[config.mk]
export PLATFORM = sky130hd
export DESIGN_NAME = brc_unit
export DESIGN_NICKNAME = d
export VERILOG_FILES = /design/src/rtl/brc_pkg.sv /design/src/rtl/brc_cond_eval.sv /design/src/rtl/brc_target.sv /design/src/rtl/brc_unit.sv
export SDC_FILE = /design/constraint.sdc
export NUM_CORES = 1
export LEC_CHECK = 0
export CAP_MARGIN = 20
export CORE_MARGIN = 2
export CORE_UTILIZATION = 60
export CTS_CLUSTER_SIZE = 14
export DETAILED_ROUTE_END_ITERATION = 8
export DONT_BUFFER_PORTS = 1
export HOLD_SLACK_MARGIN = 0.08
export MAX_ROUTING_LAYER = met4
export PLACE_DENSITY = 0.87
export SYNTH_ARGS = -nofsm -noshare
export SYNTH_HDL_FRONTEND = slang
export SYNTH_SLANG_ARGS = --single-unit
[constraint.sdc]
create_clock -name clk -period 5 [get_ports clk]
set_clock_uncertainty 0.1 [all_clocks]
set_input_delay 0.5 -clock clk [delete_from_list [all_inputs] [get_ports clk]]
set_output_delay 0.5 -clock clk [all_outputs]
set_load 0.005 [all_outputs]
[src/rtl/brc_pkg.sv]
package brc_pkg;

  // Flag positions inside the condition nibble
  localparam int FLG_C = 0;
  localparam int FLG_V = 1;
  localparam int FLG_Z = 2;
  localparam int FLG_N = 3;

  // Upper opcode nibble shared by every relative branch
  localparam logic [3:0] BR_GROUP = 4'h2;

  // Condition families: opcode bits 3:1; bit 0 inverts the family
  typedef enum logic [2:0] {
    FAM_ALWAYS = 3'd0,
    FAM_HIGHER = 3'd1,
    FAM_CARRY  = 3'd2,
    FAM_ZERO   = 3'd3,
    FAM_OVFL   = 3'd4,
    FAM_SIGN   = 3'd5,
    FAM_GE     = 3'd6,
    FAM_GT     = 3'd7
  } cond_fam_t;

  typedef struct packed {
    logic n;
    logic z;
    logic v;
    logic c;
  } flags_t;

endpackage

[src/rtl/brc_cond_eval.sv]
module brc_cond_eval
  import brc_pkg::*;
(
  input  logic [3:0] code,
  input  logic [3:0] flags,
  output logic       pass
);

  flags_t    f;
  cond_fam_t fam;
  logic      base;
  logic      sgn_lt;

  assign f      = flags_t'(flags);
  assign fam    = cond_fam_t'(code[3:1]);
  assign sgn_lt = f.n ^ f.v;

  // Even codes evaluate the "clear" sense of a family
  always_comb begin
    unique case (fam)
      FAM_ALWAYS: base = 1'b1;
      FAM_HIGHER: base = ~(f.c | f.z);
      FAM_CARRY:  base = ~f.c;
      FAM_ZERO:   base = ~f.z;
      FAM_OVFL:   base = ~f.v;
      FAM_SIGN:   base = ~f.n;
      FAM_GE:     base = ~sgn_lt;
      FAM_GT:     base = ~(f.z | sgn_lt);
      default:    base = 1'b0;
    endcase
  end

  // Odd codes are the complement of their even partner
  assign pass = base ^ code[0];

endmodule

[src/rtl/brc_target.sv]
module brc_target #(
  parameter int ADDR_W      = 16,
  parameter int SHORT_OFS_W = 8,
  parameter int LONG_OFS_W  = 16,
  parameter int SHORT_LEN   = 2,
  parameter int LONG_LEN    = 4
) (
  input  logic                  is_long,
  input  logic [ADDR_W-1:0]     pc,
  input  logic [LONG_OFS_W-1:0] offset,
  output logic [ADDR_W-1:0]     fall_pc,
  output logic [ADDR_W-1:0]     jump_pc
);

  localparam logic [ADDR_W-1:0] SLEN = ADDR_W'(SHORT_LEN);
  localparam logic [ADDR_W-1:0] LLEN = ADDR_W'(LONG_LEN);

  logic [ADDR_W-1:0] short_ext;
  logic [ADDR_W-1:0] long_ext;
  logic [ADDR_W-1:0] disp;

  // Sign extension of the short displacement
  generate
    if (SHORT_OFS_W < ADDR_W) begin : g_short_ext
      assign short_ext = {{(ADDR_W-SHORT_OFS_W){offset[SHORT_OFS_W-1]}},
                          offset[SHORT_OFS_W-1:0]};
    end else begin : g_short_trunc
      assign short_ext = offset[ADDR_W-1:0];
    end
  endgenerate

  // Long displacement is either full width or sign-extended
  generate
    if (LONG_OFS_W < ADDR_W) begin : g_long_ext
      assign long_ext = {{(ADDR_W-LONG_OFS_W){offset[LONG_OFS_W-1]}}, offset};
    end else begin : g_long_trunc
      assign long_ext = offset[ADDR_W-1:0];
    end
  endgenerate

  assign fall_pc = pc + (is_long ? LLEN : SLEN);
  assign disp    = is_long ? long_ext : short_ext;
  assign jump_pc = fall_pc + disp;

endmodule

[src/rtl/brc_unit.sv]
module brc_unit #(
  parameter int ADDR_W      = 16,
  parameter int SHORT_OFS_W = 8,
  parameter int LONG_OFS_W  = 16,
  parameter int SHORT_LEN   = 2,
  parameter int LONG_LEN    = 4
) (
  input  logic                  clk,
  input  logic                  rst,
  input  logic                  in_valid,
  input  logic                  in_long,
  input  logic [7:0]            in_opcode,
  input  logic [3:0]            in_flags,
  input  logic [ADDR_W-1:0]     in_pc,
  input  logic [LONG_OFS_W-1:0] in_offset,
  output logic                  out_valid,
  output logic                  out_taken,
  output logic [ADDR_W-1:0]     out_next_pc
);

  import brc_pkg::*;

  logic              cond_pass;
  logic              in_group;
  logic              take_c;
  logic [ADDR_W-1:0] fall_pc;
  logic [ADDR_W-1:0] jump_pc;
  logic [ADDR_W-1:0] next_c;

  brc_cond_eval i_cond (
    .code  (in_opcode[3:0]),
    .flags (in_flags),
    .pass  (cond_pass)
  );

  brc_target #(
    .ADDR_W      (ADDR_W),
    .SHORT_OFS_W (SHORT_OFS_W),
    .LONG_OFS_W  (LONG_OFS_W),
    .SHORT_LEN   (SHORT_LEN),
    .LONG_LEN    (LONG_LEN)
  ) i_target (
    .is_long (in_long),
    .pc      (in_pc),
    .offset  (in_offset),
    .fall_pc (fall_pc),
    .jump_pc (jump_pc)
  );

  assign in_group = (in_opcode[7:4] == BR_GROUP);
  assign take_c   = in_group & cond_pass;
  assign next_c   = take_c ? jump_pc : fall_pc;

  always_ff @(posedge clk) begin
    if (rst) begin
      out_valid   <= 1'b0;
      out_taken   <= 1'b0;
      out_next_pc <= '0;
    end else begin
      out_valid <= in_valid;
      if (in_valid) begin
        out_taken   <= take_c;
        out_next_pc <= next_c;
      end
    end
  end

endmodule

==> results of run 1 <==
cell usage in the layout (no fill, tap or decap), drive strengths merged, types with 10 or more instances in the layout:
master and count:
nor2 31, a21oi 18, a211oi 13, mux2i 10, nand2 25, ha 16
nand3 10, xnor2 11, dfxtp 18, inv 12, o21ai 14
state kept, by name, summed over array words and instances, names as in the netlist:
register	count
out_next_pc	16
out_taken	1
out_valid	1
worst register-to-register path, stage by stage, from the launching register on:
cell     delay (ns)
dfxtp_1        0.33
nor3b_1        0.14
a311o_1        0.32
where the power goes:
part / total (W) / internal (W) / switching, W
clock network: 0.0000890 / 0.0000444 / 0.0000446
registers: 0.000162 / 0.000154 / 0.00000763
logic: 0.000180 / 0.0000821 / 0.0000984
total: 0.000431 / 0.000281 / 0.000151
metrics by stage:
step / instance area (um2) / hold slack (ns) / worst slack [ns] / util (%)
global route: 2110 / 0.152 / 1.09 / 63.8
floorplan: 2070 / 0.366 / 1.17 / -
finish: 2110 / 0.156 / 1.26 / 63.8
CTS: 2110 / 0.158 / 1.28 / 63.8
detailed placement: 2070 / 0.377 / 0.981 / 62.7
global placement: 2070 / 0.377 / 1.08 / 62.7
final cells by class:
| cell class | count | share of cell area, % |
|---|---|---|
| Clock buffer | 4 | 1.72 |
| Multi-Input combinational cell | 225 | 76.0 |
| Timing Repair Buffer | 1 | 0.356 |
| Sequential cell | 18 | 17.1 |
| Inverter | 12 | 2.13 |
| Tap cell | 46 | 2.73 |
path summary, 6_finish.rpt:
path | start | endpoint | slack, ns | cells past startpoint
max | in_long | out_next_pc[10]$_SDFFE_PP0P_ | 1.26 | 13
min reg2reg | out_taken$_SDFFE_PP0P_ | out_taken$_SDFFE_PP0P_ | 0.39 | 2
min | rst | out_next_pc[11]$_SDFFE_PP0P_ | 0.16 | 1
max reg2reg | out_next_pc[10]$_SDFFE_PP0P_ | out_next_pc[10]$_SDFFE_PP0P_ | 4.00 | 2
layer usage:
metal	up-vias	track usage (%)	share of wire (%)	routed length, um
li1	967	-	-	-
met1	853	35.2	46	2210
met2	77	36.0	46	2170
met3	2	3.96	7.9	374
met4	0	6.94	0.15	7
met5	-	-	0	0
kinds of logic after synthesis:
group | after synthesis | share of synthesized area [%]
AO/OA/AOI/OAI | 72 | 23.4
XOR/XNOR | 23 | 11.8
adder cells (fa/ha/maj) | 18 | 11.6
buffers and inverters | 20 | 4.91
flip-flops | 18 | 17.4
multiplexers | 10 | 4.85
AND/OR/NAND/NOR | 102 | 26.0
==> PnR_summary.wiki, run 1 <==
{| class="wikitable"
! Metric !! Value
|-
| IR drop worst, VDD || around 0.000094 V
|-
| Number of buffers inserted by post-CTS setup repair || 0
|-
| Delay of the slowest critical-path stage || 0.66 ns
|-
| Ratio of cells with drive above 1 in the final layout || roughly 6.2%
|-
| Data arrival time of the critical path || about 3.8 ns
|-
| Placed cell count || slightly above 300
|-
| Sink count of the clock tree || 18
|-
| Flip-flop and latch count after synthesis || 18
|-
| Number of global-route vias before repair || between 1500 and 2000
|-
| Vias after detailed routing || roughly 1900
|-
| Cell type with the highest occurrence count on the critical path || a21oi_1
|-
| Yosys Warn Count || 0
|-
| Area of the die || a little under 4000 um2
|-
| Clock latency reported for the late side of the worst-skew pair || approximately 0.3 ns
|-
| Total I/O pin count || 66
|-
| Final standard cell count with taps included and fillers excluded || around 300
|-
| Clock-pin slew of the registers on the worst-case setup and hold paths || 0.11 ns
|-
| Antenna violation net count after detailed routing || 0
|-
| Post-synth ARST share || 0%
|-
| DIE WIDTH || approximately 63 um
|-
| Deepest clock path buffer count || 2
|-
| Top cells by area, synth || dfxtp_1 (17%), ha_1 (9.7%), nor2_1 (5.6%)
|-
| Via count normalized by instance count || around 6.2
|-
| Fill count || 318
|-
| Top post-synthesis cells by count || nor2_1 (31), nand2_1 (25), dfxtp_1 (18)
|-
| Final weighted congestion of routability-driven global placement || ~0.90
|-
| Routed length per instance || around 16 um
|-
| Placed wire-length estimate after detailed placement || just under 4000 um
|-
| Proportion of synthesized chip area in sequential cells || 17.4%
|-
| TritonRoute pass-1 iters || 4
|-
| Layout overhead on the synthesized area || 2.18%
|-
| Number of enable-type register cells in the synthesized netlist || 0
|-
| Leakage component of the power || roughly 0.85 nW
|-
| Footprint of the flip-flops and latches || ~360 um2
|-
| Worst hold-check path type || input pin to flip-flop
|-
| Final number of hold-violating endpoints || 0
|-
| Required time at the endpoint of the critical path || just over 5 ns
|-
| Power density over the cells || 204 nW/um2
|-
| Cell with the biggest individual delay on the critical path || or4b_2
|-
| CTS Root Cell || clkbuf_4
|-
| Number of buffers inserted by port buffering || 0
|-
| Post-Route Setup TNS || 0 ns
|-
| Critical Path Fanout Max || 14
|-
| Nature of the critical path endpoint || flip-flop
|-
| Clock tree from TritonCTS || done
|-
| Type of the worst setup path || input pin to flip-flop
|-
| Dominant cell by count in the synthesized netlist || nor2_1
|-
| Number of cell rows || 21
|-
| Starting Density || ~62%
|-
| Pin count of the biggest net entering global routing || 32
|-
| Post-synth top area share || between 10% and 20%
|-
| Post-route clock period utilization || between 70% and 80%
|-
| Pins over their slew limit || 0
|-
| Wire length of the first global-routing pass || 7740 um
|-
| Antenna violations before repair || 0
|-
| # H-tree levels || 1
|-
| Distinct cell type count of the synthesized netlist || 48
|-
| Worst Max-Slew Pin Slew || 0.480 ns
|-
| Core ar. || around 3300 um2
|-
| Sum of internal, switching and leakage power || about 0.00043 W
|-
| Max-slew headroom || between 60 and 70%
|-
| Number of hold buffers added after cts || 0
|-
| All-layer global routing usage || 24.7%
|-
| Area used by multi-input combinational logic || ~1600 um2
|-
| Critical Path Start Type || input pin
|-
| Synth Cell Area || a little over 2000 um2
|-
| CP cell instances || ha_1 > a21oi_1 > nor2_1 > xor2_1 > ha_1 > a21oi_1 > nor2b_1 > or4b_2 > a31o_2 > a21oi_1 > xnor2_1 > a21oi_1 > a311o_1
|-
| Number of antenna diodes || 0
|-
| Post-synth net total || 329
|-
| Final count of negative-setup-slack endpoints || 0
|-
| Routed wire length || approximately 4800 um
|-
| Fin nets || approximately 330
|-
| Main synth FF type || dfxtp_1
|-
| Synthesized instance count || around 260
|-
| DR DRC count || 0
|-
| Die Y-Extent || roughly 63 um
|-
| Num CTS Buffers || 3
|-
| Setup repair after global routing missed its margin || false
|-
| Number of DRC markers in iteration 0 || between 100 and 150
|-
| Cts repair resizes || 0
|-
| Number of buffers and inverters on the critical path || 0
|-
| Top delay family on crit path || compound AO/OA/AOI/OAI gates
|-
| Run status || complete, no violations
|-
| Post-route minimum period || 3.74 ns
|-
| Achievable frequency || around 270 MHz
|-
| Mean Syn Cell Area || a little under 8 um2
|-
| Maxcap violations || 0
|-
| Dominant cell type by area after synthesis || dfxtp_1
|-
| Total grt overflow || 0
|}
Power figures use the tool's default switching activity.
==> inputs of run 2 (changes only) <==
==> constraint.sdc (replaced) <==
create_clock -name clk -period 3.8 [get_ports clk]
set_clock_uncertainty 0.1 [all_clocks]
set_input_delay 0.38 -clock clk [delete_from_list [all_inputs] [get_ports clk]]
set_output_delay 0.38 -clock clk [all_outputs]
set_load 0.005 [all_outputs]
==> PnR_summary.wiki, run 2 (same netlist as run 1, synthesis figures left out) <==
{| class="wikitable"
! Metric !! Value
|-
| Critical Path Start Type || input pin
|-
| Part of the total power dissipated in the clock network || between 20% and 30%
|-
| Run status || complete, no violations
|-
| Ratio of cells with drive above 1 in the final layout || 6.82%
|-
| Routed wire length || around 4800 um
|-
| Number of DRC markers in iteration 0 || about 120
|-
| Footprint of the flip-flops and latches || between 300 and 400 um2
|-
| Final count of negative-setup-slack endpoints || 0
|-
| Layout overhead on the synthesized area || 3.88%
|-
| Vias after detailed routing || ~1900
|-
| Most flops, register || out_next_pc
|-
| Pin count of the biggest net entering global routing || 26
|-
| Leakage component of the power || between 0.8 and 0.9 nW
|-
| Fin nets || 331
|-
| Sink count of the clock tree || 18
|-
| Worst Max-Slew Pin Slew || 0.512 ns
|-
| Post-route clock period utilization || 90.1%
|-
| Die Y-Extent || between 60 and 70 um
|-
| Core ar. || approximately 3300 um2
|-
| Nature of the critical path endpoint || flip-flop
|-
| NetSw || 0.000201 W
|-
| Final number of hold-violating endpoints || 0
|-
| Wire length of the first global-routing pass || 8070 um
|-
| Routed length per instance || between 15 and 20 um
|-
| Number of antenna diodes || 0
|-
| Final weighted congestion of routability-driven global placement || around 0.9
|-
| Fill count || 314
|-
| Clock-pin slew of the registers on the worst-case setup and hold paths || roughly 0.1 ns
|-
| Post-route minimum period || approximately 3.4 ns
|-
| Number of buffers inserted by port buffering || 0
|-
| Internal portion of total power || 0.000372 W
|-
| Area of the die || slightly below 4000 um2
|-
| Total I/O pin count || 66
|-
| Number of cell rows || 21
|-
| Worst hold-check path type || input pin to flip-flop
|-
| Number of buffers inserted by post-CTS setup repair || 0
|-
| Clock latency reported for the late side of the worst-skew pair || 0.29 ns
|-
| Total grt overflow || 0
|-
| Num CTS Buffers || 3
|-
| Maxcap violations || 0
|-
| Power density over the cells || 267 nW/um2
|-
| DIE WIDTH || around 63 um
|-
| Number of global-route vias before repair || roughly 1700
|-
| All-layer global routing usage || between 20% and 30%
|-
| Setup repair after global routing missed its margin || false
|-
| IR drop worst, VDD || approximately 0.00012 V
|-
| Antenna violations before repair || 0
|-
| DR DRC count || 0
|-
| Starting Density || 62.4%
|-
| Largest registers || out_next_pc (16), out_taken (1), out_valid (1)
|-
| Antenna violation net count after detailed routing || 0
|-
| Flip-flop count of the largest register after layout || 16
|-
| TritonRoute pass-1 iters || 4
|-
| Clock tree from TritonCTS || done
|-
| Post-Route Setup TNS || 0 ns
|-
| Register share of total power || a little under two fifths
|-
| Deepest clock path buffer count || 2
|-
| Placed cell areas || roughly 2100 um2
|-
| Most frequent standard cell in the layout excluding fill and tap cells || nor2_1
|-
| Type of the worst setup path || input pin to flip-flop
|-
| Achievable frequency || between 200 and 300 MHz
|-
| Data arrival time of the critical path || approximately 3.5 ns
|-
| Combinational share of power || between 40% and 50%
|-
| Pins over their slew limit || 0
|-
| Highest-count cells in the layout ignoring fill and taps || nor2_1 (31), nand2_1 (25), dfxtp_1 (18), a21oi_1 (17), ha_1 (16)
|-
| # H-tree levels || 1
|-
| Via count normalized by instance count || between 6 and 7
|-
| Area used by multi-input combinational logic || ~1600 um2
|-
| Placed wire-length estimate after detailed placement || 3920 um
|-
| Max-slew headroom || roughly 65%
|-
| CTS Root Cell || clkbuf_4
|-
| Required time at the endpoint of the critical path || between 3 and 4 ns
|-
| Switching power as a share of total power || a little over a third
|-
| Critical Path Fanout Max || 14
|-
| Post-Layout Inst Area || approximately 2100 um2
|}
==> run 2: changes by cell type in the layout (fill, tap and decap cells not counted) <==
cell and delta:
buf_4 +2, dlygate4sd3_1 +2
==> run 2: area by class of cell <==
class / instances / area share [%]
multi-input cells: 225 / 74.8
flip-flops and latches: 18 / 16.8
well taps: 46 / 2.68
inverters: 12 / 2.10
repair buffers: 5 / 1.98
clock buffers: 4 / 1.69
==> run 2: power groups by stage <==
stage	clock [W]	sequential [W]	combinational, W
finish	0.000117	0.000213	0.000242
global route	0.000124	0.000215	0.000272
CTS	0.000119	0.000214	0.000239
detailed placement	0	0.000218	0.000233
global placement	0	0.000217	0.000227
floorplan	0	0.000215	0.000203
==> run 2: through the flow <==
| stage | hold slack (ns) | utilization [%] | worst slack, ns | std cells | total power (W) |
|---|---|---|---|---|---|
| after floorplan | 0.366 | - | 0.0910 | 263 | 0.000418 |
| after global placement | 0.352 | 63.1 | 0.186 | 304 | 0.000444 |
| after detailed placement | 0.353 | 63.1 | 0.0768 | 304 | 0.000451 |
| after CTS | 0.0802 | 64.8 | 0.394 | 310 | 0.000572 |
| after global routing | 0.0801 | 64.8 | 0.228 | 310 | 0.000612 |
| final | 0.0813 | 64.8 | 0.377 | 310 | 0.000573 |
==> run 2: final timing paths <==
path | from | slack, ns | cells after the start | to
max | in_long | 0.38 | 13 | out_next_pc[10]$_SDFFE_PP0P_
min | rst | 0.08 | 1 | out_next_pc[9]$_SDFFE_PP0P_
max reg2reg | out_next_pc[10]$_SDFFE_PP0P_ | 2.81 | 2 | out_next_pc[10]$_SDFFE_PP0P_
min reg2reg | out_taken$_SDFFE_PP0P_ | 0.40 | 2 | out_taken$_SDFFE_PP0P_
==> run 2: timing repair <==
action	in CTS	in global routing
setup endpoints to repair	0	0
hold buffers	2	0
hold endpoints to repair	13	0
resized for setup	0	0
==> run 2: layer usage <==
metal,track usage (%),share of wire (%),vias up
met5,-,0,-
met4,8.61,1.8,0
met3,4.50,7.3,10
met2,39.7,45,75
met1,34.6,46,854
li1,-,-,969
==> run 2: worst max-delay path, cell delays in order <==
cell and delay, ns:
inv_1 0.03, ha_1 0.21, fa_1 0.43, nand3_1 0.11
xnor2_1 0.15, ha_1 0.30, nor2b_1 0.15, or4b_2 0.66
a31o_2 0.29, a21oi_1 0.25, xnor2_1 0.18, a21oi_1 0.09
a311o_1 0.27
==> inputs of run 3 (changes only) <==
--- a/config.mk
+++ b/config.mk
@@ -7,13 +7,13 @@
 export LEC_CHECK = 0
 export CAP_MARGIN = 20
 export CORE_MARGIN = 2
-export CORE_UTILIZATION = 60
+export CORE_UTILIZATION = 48
 export CTS_CLUSTER_SIZE = 14
 export DETAILED_ROUTE_END_ITERATION = 8
 export DONT_BUFFER_PORTS = 1
 export HOLD_SLACK_MARGIN = 0.08
 export MAX_ROUTING_LAYER = met4
-export PLACE_DENSITY = 0.87
+export PLACE_DENSITY = 0.74
 export SYNTH_ARGS = -nofsm -noshare
 export SYNTH_HDL_FRONTEND = slang
 export SYNTH_SLANG_ARGS = --single-unit
==> PnR_summary.wiki, run 3 (same netlist as run 1, synthesis figures left out) <==
{| class="wikitable"
! Metric !! Value
|-
| Achievable frequency || approximately 290 MHz
|-
| IR drop worst, VDD || around 0.00010 V
|-
| Total grt overflow || 0
|-
| Number of cell rows || 23
|-
| Placed wire-length estimate after detailed placement || between 3000 and 4000 um
|-
| Cts repair resizes || 0
|-
| Required time at the endpoint of the critical path || 3.84 ns
|-
| Number of buffers inserted by port buffering || 0
|-
| Critical Path Fanout Max || 14
|-
| Worst Max-Slew Pin Slew || about 0.47 ns
|-
| Ratio of cells with drive above 1 in the final layout || 6.49%
|-
| Routed length per instance || about 15 um
|-
| Maxcap violations || 0
|-
| Most frequent standard cell in the layout excluding fill and tap cells || nor2_1
|-
| Number of buffers inserted by post-CTS setup repair || 0
|-
| Setup repair after global routing missed its margin || false
|-
| Final core area utilization || a little over half
|-
| Area of the die || between 4000 and 5000 um2
|-
| Number of global-route vias before repair || around 1700
|-
| Die Y-Extent || between 60 and 70 um
|-
| Critical Path Start Type || input pin
|-
| Num CTS Buffers || 3
|-
| DR DRC count || 0
|-
| Post-route clock period utilization || between 90% and 100%
|-
| Clock-pin slew of the registers on the worst-case setup and hold paths || 0.06 ns
|-
| Delay of the slowest critical-path stage || 0.67 ns
|-
| Number of antenna diodes || 0
|-
| Fin nets || 330
|-
| CTS Root Cell || clkbuf_8
|-
| Run status || complete, no violations
|-
| Top delay family on crit path || adder cells
|-
| Post-Place Setup Slack || between 0.1 and 0.15 ns
|-
| Number of DRC markers in iteration 0 || between 100 and 150
|-
| Largest registers || out_next_pc (16), out_taken (1), out_valid (1)
|-
| Pins over their slew limit || 0
|-
| Antenna violations before repair || 0
|-
| Flip-flop count of the largest register after layout || 16
|-
| Deepest clock path buffer count || 2
|-
| Nature of the critical path endpoint || flip-flop
|-
| Layout overhead on the synthesized area || 3.88%
|-
| Sink count of the clock tree || 18
|-
| Final setup slack of the worst path || about 0.36 ns
|-
| CP cell instances || inv_1 > ha_1 > fa_1 > nand3_1 > xnor2_1 > ha_1 > nor2b_1 > or4b_2 > a31o_2 > a21oi_1 > xnor2_1 > a21oi_1 > a311o_1
|-
| Pin count of the biggest net entering global routing || 32
|-
| Max-slew headroom || slightly below 70%
|-
| Worst hold-check path type || input pin to flip-flop
|-
| Power density over the cells || approximately 270 nW/um2
|-
| Final count of negative-setup-slack endpoints || 0
|-
| Routed wire length || 4730 um
|-
| Type of the worst setup path || input pin to flip-flop
|-
| Leakage component of the power || 0.868 nW
|-
| Total I/O pin count || 66
|-
| Highest-count cells in the layout ignoring fill and taps || nor2_1 (31), nand2_1 (25), dfxtp_1 (18), a21oi_1 (17), ha_1 (16)
|-
| Clock tree from TritonCTS || done
|-
| # H-tree levels || 1
|-
| Vias after detailed routing || roughly 1900
|-
| TritonRoute pass-1 iters || 4
|-
| Via count normalized by instance count || a little over 6
|-
| Core ar. || between 4000 and 5000 um2
|-
| Data arrival time of the critical path || 3.48 ns
|-
| Clock latency reported for the late side of the worst-skew pair || around 0.24 ns
|-
| Final weighted congestion of routability-driven global placement || between 0.9 and 1
|-
| Post-route minimum period || around 3.4 ns
|-
| DIE WIDTH || a little under 70 um
|-
| Wire length of the first global-routing pass || about 7900 um
|-
| Most flops, register || out_next_pc
|-
| Final number of hold-violating endpoints || 0
|-
| Cell with the biggest individual delay on the critical path || or4b_2
|-
| All-layer global routing usage || a little over 20%
|-
| Starting Density || between 50% and 60%
|-
| Post-Route Setup TNS || 0 ns
|-
| Antenna violation net count after detailed routing || 0
|-
| Number of buffers and inverters on the critical path || 1
|}
[run 3: routing by layer]
metal,up-vias,part of all wire [%],global-route usage (%)
met2,88,41,29.9
met5,-,0,-
met1,820,48,27.4
met3,7,9.5,4.65
met4,0,1.2,5.45
li1,972,-,-
[run 3: metrics by stage]
| step | total power, W | cells | area [um2] | hold WS, ns |
|---|---|---|---|---|
| final | 0.000578 | 312 | 2150 | 0.0978 |
| after CTS | 0.000577 | 311 | 2140 | 0.0900 |
| after detailed placement | 0.000451 | 308 | 2090 | 0.354 |
| after global placement | 0.000447 | 308 | 2090 | 0.351 |
| after global routing | 0.000622 | 312 | 2150 | 0.0862 |
| after floorplan | 0.000418 | 263 | 2070 | 0.366 |
[run 3: what timing repair did]
action,CTS,global route
setup endpoints to repair,0,0
hold buffers,0,1
hold endpoints to repair,0,1
[run 3: final cells by class]
cell class	instances	area (um2)
clock buffers	3	41.3
fillers	403	1910
inverters	12	45.0
multi-input cells	225	1600
flip-flops and latches	18	360
well taps	50	62.6
repair buffers	4	32.5
[run 3: worst register-to-register path: stages (launching register included)]
cell and delay [ns]:
dfxtp_1 0.32, nor3b_1 0.13, a311o_1 0.30
[run 3: worst paths after layout]
path | cells after the start | end | start | slack, ns
worst max-delay path | 13 | out_next_pc[10]$_SDFFE_PP0P_ | in_long | 0.36
worst min-delay path | 1 | out_next_pc[11]$_SDFFE_PP0P_ | rst | 0.1
worst max register to register | 2 | out_next_pc[10]$_SDFFE_PP0P_ | out_next_pc[10]$_SDFFE_PP0P_ | 2.83
worst min register to register | 2 | out_taken$_SDFFE_PP0P_ | out_taken$_SDFFE_PP0P_ | 0.39
[run 3: power breakdown]
part           internal [W]  switching (W)  total (W)
Clock             0.0000702      0.0000565   0.000127
Sequential         0.000203      0.0000106   0.000214
Combinational      0.000110       0.000128   0.000237
Total              0.000383       0.000195   0.000578
